## src/rtl/swdiv_pkg.sv

```systemverilog
package swdiv_pkg;
  localparam int unsigned M_W     = 13;
  localparam int unsigned A_W     = 4;
  localparam int unsigned RATIO_W = M_W + A_W;
  localparam int unsigned MOD_LO  = 2 ** A_W;       // low modulus (16)
  localparam int unsigned MIN_M   = MOD_LO - 1;     // A must finish before M
  localparam int unsigned MIN_N   = MOD_LO * MIN_M; // 240
  localparam int unsigned MAX_N   = (2 ** RATIO_W) - 1;

  typedef struct packed {
    logic [M_W-1:0] m;
    logic [A_W-1:0] a;
  } ratio_t;
endpackage

```

## src/rtl/swdiv_half_stage.sv

```systemverilog
module swdiv_half_stage (
  input  logic clk_i,
  input  logic rst_ni,
  input  logic en_i,
  output logic tick_o
);
  logic tgl_q;

  always_ff @(posedge clk_i or negedge rst_ni) begin
    if (!rst_ni)   tgl_q <= 1'b0;
    else if (en_i) tgl_q <= ~tgl_q;
    else           tgl_q <= 1'b0;
  end

  // every cycle when bypassed, every second cycle when enabled
  assign tick_o = en_i ? tgl_q : 1'b1;
endmodule

```

## src/rtl/swdiv_prescaler.sv

```systemverilog
module swdiv_prescaler
  import swdiv_pkg::*;
(
  input  logic clk_i,
  input  logic rst_ni,
  input  logic tick_i,
  input  logic swallow_i,
  output logic pulse_o
);
  localparam int unsigned CNT_W = A_W + 1;

  logic [CNT_W-1:0] cnt_q;
  logic             last;

  // swallow_i only changes on pulse_o, when cnt_q restarts
  assign last    = swallow_i ? (cnt_q == CNT_W'(MOD_LO)) : (cnt_q == CNT_W'(MOD_LO - 1));
  assign pulse_o = tick_i & last;

  always_ff @(posedge clk_i or negedge rst_ni) begin
    if (!rst_ni)     cnt_q <= '0;
    else if (tick_i) cnt_q <= last ? '0 : cnt_q + 1'b1;
  end
endmodule

```

## src/rtl/swdiv_swallow_ctrl.sv

```systemverilog
module swdiv_swallow_ctrl
  import swdiv_pkg::*;
#(
  parameter int unsigned RST_RATIO = 256
) (
  input  logic               clk_i,
  input  logic               rst_ni,
  input  logic [RATIO_W-1:0] ratio_i,
  input  logic               load_i,
  input  logic               pre_pulse_i,
  output logic               swallow_o,
  output logic               frame_end_o
);
  function automatic ratio_t clamp_ratio(logic [RATIO_W-1:0] raw);
    ratio_t r;
    r = ratio_t'(raw);
    if (r.m < M_W'(MIN_M)) begin
      r.m = M_W'(MIN_M);
      r.a = '0;
    end
    return r;
  endfunction

  localparam ratio_t RST_R = clamp_ratio(RATIO_W'(RST_RATIO));

  ratio_t         pend_q;
  logic [M_W-1:0] m_q;
  logic [A_W-1:0] a_q;

  assign swallow_o   = (a_q != '0);
  assign frame_end_o = pre_pulse_i & (m_q == M_W'(1));

  always_ff @(posedge clk_i or negedge rst_ni) begin
    if (!rst_ni)     pend_q <= RST_R;
    else if (load_i) pend_q <= clamp_ratio(ratio_i);
  end

  // m_q: prescaler cycles left in frame, a_q: modulus-17 cycles left
  always_ff @(posedge clk_i or negedge rst_ni) begin
    if (!rst_ni) begin
      m_q <= RST_R.m;
      a_q <= RST_R.a;
    end else if (frame_end_o) begin
      m_q <= pend_q.m;
      a_q <= pend_q.a;
    end else if (pre_pulse_i) begin
      m_q <= m_q - 1'b1;
      if (swallow_o) a_q <= a_q - 1'b1;
    end
  end
endmodule

```

## src/rtl/rf_swallow_div.sv

```systemverilog
module rf_swallow_div
  import swdiv_pkg::*;
#(
  parameter int unsigned RST_RATIO = 256
) (
  input  logic               clk_i,
  input  logic               rst_ni,
  input  logic               div2_en_i,
  input  logic [RATIO_W-1:0] ratio_i,
  input  logic               load_i,
  output logic               pd_o,
  output logic               pd_half_o
);
  logic tick, swallow, pre_pulse, frame_end;
  logic pd_q, half_q;

  swdiv_half_stage u_half (
    .clk_i  (clk_i),
    .rst_ni (rst_ni),
    .en_i   (div2_en_i),
    .tick_o (tick)
  );

  swdiv_prescaler u_pre (
    .clk_i     (clk_i),
    .rst_ni    (rst_ni),
    .tick_i    (tick),
    .swallow_i (swallow),
    .pulse_o   (pre_pulse)
  );

  swdiv_swallow_ctrl #(.RST_RATIO(RST_RATIO)) u_ctrl (
    .clk_i       (clk_i),
    .rst_ni      (rst_ni),
    .ratio_i     (ratio_i),
    .load_i      (load_i),
    .pre_pulse_i (pre_pulse),
    .swallow_o   (swallow),
    .frame_end_o (frame_end)
  );

  always_ff @(posedge clk_i or negedge rst_ni) begin
    if (!rst_ni) begin
      pd_q   <= 1'b0;
      half_q <= 1'b0;
    end else begin
      pd_q   <= frame_end;
      half_q <= half_q ^ frame_end;
    end
  end

  assign pd_o      = pd_q;
  assign pd_half_o = half_q;
endmodule

```

## config.mk

```make
export PLATFORM = sky130hd
export DESIGN_NAME = rf_swallow_div
export DESIGN_NICKNAME = d
export VERILOG_FILES = /design/src/rtl/swdiv_pkg.sv /design/src/rtl/swdiv_half_stage.sv /design/src/rtl/swdiv_prescaler.sv /design/src/rtl/swdiv_swallow_ctrl.sv /design/src/rtl/rf_swallow_div.sv
export SDC_FILE = /design/constraint.sdc
export NUM_CORES = 1
export LEC_CHECK = 0
export BUFFER_PORTS_ARGS = -buffer_cell sky130_fd_sc_hd__buf_2
export CAP_MARGIN = 10
export CORE_UTILIZATION = 30
export CTS_CLUSTER_SIZE = 12
export DETAILED_ROUTE_END_ITERATION = 10
export GPL_TIMING_DRIVEN = 1
export PLACE_DENSITY = 0.43
export SYNTH_ARGS = -nofsm -noshare
export SYNTH_HDL_FRONTEND = slang
export SYNTH_SLANG_ARGS = --single-unit
```

## constraint.sdc

```tcl
create_clock -name clk_i -period 3.75 [get_ports clk_i]
set_input_delay 0.75 -clock clk_i [delete_from_list [all_inputs] [get_ports clk_i]]
set_output_delay 0.75 -clock clk_i [all_outputs]
set_load 0.05 [all_outputs]
```

==> results of run 1 <==
[critical path, cell delays in order, from the launching register on]
cell	delay, ps
dfrtp_1	410
or4_4	560
nor4_4	340
nor2b_1	640
o21ai_0	200
o2bb2ai_1	150
[synth_stat cells, drive strengths merged, types with 2 or more instances]
library cell | instances | area, um^2
o2bb2ai | 5 | 43.8
o22a | 4 | 35.0
nor4 | 4 | 46.3
o21ai | 14 | 70.1
mux2 | 9 | 101
mux2i | 4 | 40.0
or3b | 2 | 17.5
nand2 | 14 | 52.6
nor3 | 7 | 35.0
a2bb2oi | 7 | 86.3
or3 | 2 | 12.5
xor2 | 4 | 35.0
and2 | 2 | 12.5
a31oi | 2 | 12.5
inv | 15 | 56.3
nand3 | 4 | 32.5
clkbuf | 3 | 11.3
o21a | 2 | 17.5
nand4 | 3 | 18.8
nand2b | 2 | 12.5
a21oi | 6 | 48.8
dfrtp | 40 | 1000
dfstp | 2 | 52.6
ha | 4 | 50.1
nor2 | 9 | 33.8
o22ai | 4 | 25.0
a22o | 4 | 35.0
buf | 6 | 45.0
a22oi | 5 | 37.5
[routing by layer]
layer	GRT usage, %	part of all wire (%)	up-vias
met3	3.14	3.4	7
met5	0	0	-
li1	-	-	757
met2	19.7	43	26
met4	5.45	1.4	0
met1	19.1	52	722
[worst max path at each step]
| stage | endpoint | from | slack [ps] |
|---|---|---|---|
| floorplan | u_ctrl.m_q[10] | u_ctrl.a_q[0] | 1730 |
| global placement | u_ctrl.m_q[6] | u_ctrl.a_q[0] | 1270 |
| detailed placement | u_ctrl.a_q[3] | u_ctrl.m_q[6] | 1320 |
| CTS | u_ctrl.a_q[3] | u_ctrl.m_q[6] | 1310 |
| global route | u_ctrl.a_q[3] | u_ctrl.a_q[0] | 1120 |
| finish | u_ctrl.a_q[3] | u_ctrl.m_q[6] | 1320 |
[metrics by stage]
step / cell area [um^2] / setup slack (ps)
finish: 2440 / 1320
floorplan: 2150 / 1730
detailed placement: 2330 / 1320
global route: 2440 / 1120
CTS: 2440 / 1310
global placement: 2330 / 1270
[layout make-up]
| cell class | instances | area, um^2 | share of cell area [%] |
|---|---|---|---|
| Inverter | 15 | 56.3 | 2.31 |
| Sequential cell | 42 | 1050 | 43.2 |
| Tap cell | 96 | 120 | 4.92 |
| Clock buffer | 6 | 72.6 | 2.97 |
| Clock inverter | 2 | 37.5 | 1.54 |
| Timing Repair Buffer | 23 | 118 | 4.82 |
| Multi-Input combinational cell | 131 | 982 | 40.3 |
[power by group through the flow]
stage | logic (mW) | clock network, mW | registers, mW
after CTS | 0.240 | 0.374 | 0.589
after global placement | 0.238 | 0 | 0.599
after global routing | 0.271 | 0.393 | 0.601
final | 0.236 | 0.363 | 0.588
after detailed placement | 0.239 | 0 | 0.598
after floorplan | 0.185 | 0 | 0.577
[sequential cells by signal, summed over array words and instances (netlist names)]
register	flops
u_pre.cnt_q	5
pd_half_o	1
pd_o	1
u_ctrl.pend_q	17
u_ctrl.m_q	13
u_half.tgl_q	1
u_ctrl.a_q	4
[cells by family after synthesis]
kind of cell	after synthesis	synth area share, %
multiplexers	13	6.58
flip-flops	42	49.0
AND/OR/NAND/NOR	54	15.0
AO/OA/AOI/OAI	56	20.2
buffers and inverters	24	5.24
adder cells (fa/ha/maj)	4	2.33
XOR/XNOR	4	1.63
==> flow_summary.yaml, run 1 <==
floorplanning:
  fp.dieW_um: 86.6
  die_area_mm2: 0.00750
  row_count: 30
  core-area_mm2: 0.00687
  dieHeight_um: 86.6
  pin_count: 23
  initial_utilization_pct: 31.3
grt:
  antenna_found_initial: 0
  grt_pass1_vias: 1498
  grt_max_degree: 43
  grt_remaining_overflow: 0
  grt_pass1_wl_mm: 7.55
  groute.usage.overall_pct: 13.5
timing:
  hold_ws_ps: 461
  finClkSkew_ps: 5.97
  min_period_ps: 2430
  min_period_over_period_pct: 64.8
  final_hold_viol_count: 0
  worst_slew_pin_slew_ps: 945
  rsz0062_at_grt: "false"
  setup-violations-final: 0
  fin_setup_tns_ps: 0
  slew_headroom_pct: 37.0
  fmax_mhz: 412
  slew_violations: 0
critical_path:
  rr_worst_depth: 5
  crit_type: "flip-flop to flip-flop"
  r2r_slack_ps: 1320
  cp-start-kind: "flip-flop"
  cp.required_ps: 3920
  endpoint_kind: "flip-flop"
  worst_r2r_endpoint: "u_ctrl.a_q[3]"
  r2r-start: "u_ctrl.m_q[6]"
  cp.arrival_ps: 2600
  path_max_fanout: 9
hold_path:
  hp-class: "flip-flop to flip-flop"
  hold_path_startpoint: "pd_half_o"
  hold_path_end: "pd_half_o"
  min_path_cells: 1
synth:
  yosys_warnings: 0
  synthFlopType: "dfrtp_1"
  yosys_register_bits: 42
  synthesis.nets: 222
  synth_edf_count: 0
  ys_seq_area_share_pct: 49.0
  syn-cell-area_mm2: 0.00215
  synth_cell_types: 45
  synthCells: 197
  synth_area_per_cell_um2: 10.9
  synthArstFlopShare_pct: 100
power:
  p_int_mw: 0.829
  total_power_mw: 1.19
  seqPwrFrac_pct: 49.5
  switching_share_pct: 30.2
  switching_power_mw: 0.358
  powerDensity_mw_per_mm2: 487
  clkPwrFrac_pct: 30.6
  p_leak_nw: 1.07
  pwr-share-comb_pct: 19.9
  peakVddDrop_v: 0.000169
clocking:
  cts_setup_buffers: 0
  clk_pin_slew_ps: 90
  cts_max_path_buffers: 2
  ctsResizeCount: 0
  cts_root_buf: "clkbuf_8"
  clock_latency_ps: 300
  clkSinkCount: 42
  htreeDepth: 2
  cts_buffers: 5
  tritoncts: "yes"
  cts_hold_buf: 0
routing:
  drc: 0
  ant_nets: 0
  drt_iter0_markers: 78
  vias_per_cell: 4.80
  routed_wl_mm: 4.44
  vias: 1512
  wl_per_cell_um: 14.1
  first_pass_iters: 4
finish:
  final_net_count: 243
  fillers: 695
  utilization_pct: 35.5
  syn_to_final_growth_pct: 13.6
  layout-drive-gt1-share_pct: 26.0
  final_cell_count_no_fill: 315
  final_common_cell: "dfrtp_1"
  diodes: 0
  layout_common_cells: "dfrtp_1 (40), buf_2 (22), inv_1 (15)"
flow_run:
  maxCapViolCount: 0
placed_design:
  dp_hpwl_mm: 3.11
  place_congestion: 0.715
  port_buffers: 22
  placed_cells: 307
outcome:
  status: "complete, no violations"
Power figures use the tool's default switching activity.
==> inputs of run 2 (changes only) <==
--- a/config.mk
+++ b/config.mk
@@ -5,6 +5,7 @@
 export SDC_FILE = /design/constraint.sdc
 export NUM_CORES = 1
 export LEC_CHECK = 0
+export ABC_AREA = 1
 export BUFFER_PORTS_ARGS = -buffer_cell sky130_fd_sc_hd__buf_2
 export CAP_MARGIN = 10
 export CORE_UTILIZATION = 30
==> constraint.sdc (replaced) <==
create_clock -name clk_i -period 2.3 [get_ports clk_i]
set_input_delay 0.46 -clock clk_i [delete_from_list [all_inputs] [get_ports clk_i]]
set_output_delay 0.46 -clock clk_i [all_outputs]
set_load 0.05 [all_outputs]
==> flow_summary.yaml, run 2 <==
clocking:
  clk_pin_slew_ps: 100
  clkSinkCount: 42
  htreeDepth: 2
  tritoncts: "yes"
  ctsResizeCount: 0
  cts_max_path_buffers: 2
  cts_root_buf: "clkbuf_8"
  cts_setup_buffers: 0
  cts_buffers: 5
  cts_hold_buf: 0
  clock_latency_ps: 300
routing:
  vias: 2006
  drt_iter0_markers: 103
  drc: 0
  vias_per_cell: 4.54
  routed_wl_mm: 5.53
  wl_per_cell_um: 12.5
  first_pass_iters: 4
  ant_nets: 0
placed_design:
  dp_hpwl_mm: 4.07
  dpl_cell_area_mm2: 0.00261
  port_buffers: 22
  place_congestion: 0.759
timing:
  min_period_ps: 1740
  final_hold_viol_count: 0
  slew_violations: 0
  fmax_mhz: 574
  setup-violations-final: 0
  finClkSkew_ps: 11.8
  worst_slew_pin_slew_ps: 535
  rsz0062_at_grt: "false"
  fin_setup_tns_ps: 0
  min_period_over_period_pct: 75.8
  slew_headroom_pct: 64.3
critical_path:
  r2r_slack_ps: 560
  crit_end: "u_ctrl.m_q[11]"
  worst_r2r_endpoint: "u_ctrl.m_q[11]"
  cp.required_ps: 2540
  crit_type: "flip-flop to flip-flop"
  cp-start-kind: "flip-flop"
  critPathLaunch: "u_ctrl.a_q[0]"
  cp.arrival_ps: 1980
  endpoint_kind: "flip-flop"
  r2r-start: "u_ctrl.a_q[0]"
  path_max_fanout: 16
  rr_worst_depth: 10
grt:
  grt_pass1_vias: 2018
  antenna_found_initial: 0
  grt_max_degree: 43
  grt_pass1_wl_mm: 9.83
  groute.usage.overall_pct: 14.9
  grt_remaining_overflow: 0
finish:
  final_net_count: 364
  largest_reg_flops: 17
  utilization_pct: 34.9
  layout_common_cells: "nand2_1 (87), dfrtp_1 (40), nor2_1 (36)"
  diodes: 0
  final_common_cell: "nand2_1"
  regMostFlops: "u_ctrl.pend_q"
  layout-drive-gt1-share_pct: 18.8
  syn_to_final_growth_pct: 12.9
  fin_area_mm2: 0.00270
  reg_top3: "u_ctrl.pend_q (17), u_ctrl.m_q (13), u_pre.cnt_q (5)"
power:
  p_leak_nw: 1.35
  peakVddDrop_v: 0.000262
  powerDensity_mw_per_mm2: 819
floorplanning:
  initial_utilization_pct: 31.0
  dieHeight_um: 91.3
  die_area_mm2: 0.00834
  pin_count: 23
  row_count: 32
  core-area_mm2: 0.00773
  fp.dieW_um: 91.3
synth:
  ys_seq_area_share_pct: 44.0
  synthArstFlopShare_pct: 100
  syn-cell-area_mm2: 0.00239
  synth_edf_count: 0
  synthesis.nets: 339
  synthFlopType: "dfrtp_1"
  yosysTopAreaCell: "dfrtp_1"
  synthTopCellsByArea: "dfrtp_1 (42%), nand2_1 (14%), nand3_1 (5.6%), nor2_1 (5.6%), inv_1 (4.6%)"
  synth_cell_types: 33
  synthCells: 314
  yosys_register_bits: 42
  yosys.area.top_type_share_pct: 41.8
  synthTopCellsByCount: "nand2_1 (87), dfrtp_1 (40), nor2_1 (36)"
  yosysMostFrequentCell: "nand2_1"
  synth_area_per_cell_um2: 7.62
  yosys_warnings: 0
hold_path:
  hp-class: "input pin to async pin"
outcome:
  status: "complete, no violations"
flow_run:
  maxCapViolCount: 0
-- run 2: cell count changes after synthesis, sizes merged, moves of 5 or more --
cell and change:
a2bb2oi -7, inv +21, mux2 -9, nand2 +77, nand3 +28, nand4 +5, nor2 +36, o21ai +6
o2bb2ai -5
-- run 2: worst min-delay path by stage --
stage                    endpoint  slack [ps]  depth (start not counted)
finish              u_ctrl.a_q[0]         130                          2
global route        u_ctrl.a_q[0]         150                          2
CTS                 u_ctrl.a_q[0]         140                          2
detailed placement   u_half.tgl_q         450                          1
global placement     u_half.tgl_q         450                          1
floorplan               pd_half_o         160                          0
-- run 2: metrics by stage --
step / power (mW) / setup slack, ps / hold slack [ps] / std cells
after floorplan: 1.55 / 779 / 164 / 314
after global placement: 1.73 / 577 / 446 / 434
after detailed placement: 1.73 / 577 / 446 / 434
after CTS: 2.24 / 553 / 136 / 442
after global routing: 2.41 / 328 / 149 / 442
final: 2.21 / 557 / 125 / 442
-- run 2: worst max-delay path: stages (launching register included) --
cell,delay [ps]
dfrtp_1,410
inv_1,80
ha_1,230
nand2_1,90
nor2_2,90
nand3_2,110
nand2_4,160
nand2_4,150
a21oi_1,230
nand2_1,80
nand2_1,50
-- run 2: cell families after synthesis --
logic type | Yosys count | synth area share (%)
AND/OR/NAND/NOR | 181 | 34.7
buffers and inverters | 44 | 8.00
flip-flops | 42 | 44.0
AO/OA/AOI/OAI | 36 | 8.63
XOR/XNOR | 7 | 2.56
adder cells (fa/ha/maj) | 4 | 2.09
-- run 2: where the power goes --
part           internal (mW)  total (mW)  switching (mW)  leakage [nW]
Clock                  0.214       0.502           0.287        0.0483
Sequential             0.881       0.998           0.117         0.522
Combinational          0.256       0.713           0.456         0.783
-- run 2: final cells by class --
class | instances | area, um^2
Multi-Input combinational cell | 228 | 1150
Clock inverter | 3 | 18.8
Sequential cell | 42 | 1050
Tap cell | 102 | 128
Clock buffer | 5 | 68.8
Fill cell | 857 | 5030
Timing Repair Buffer | 25 | 145
Inverter | 37 | 139
-- run 2: per-layer routing --
| metal | vias up | GRT usage, % | routed length (um) |
|---|---|---|---|
| met2 | 38 | 24.1 | 2430 |
| met4 | 0 | 5.03 | 99 |
| met3 | 7 | 2.26 | 179 |
| met5 | - | 0 | 0 |
| met1 | 909 | 20.4 | 2820 |
| li1 | 1052 | - | - |
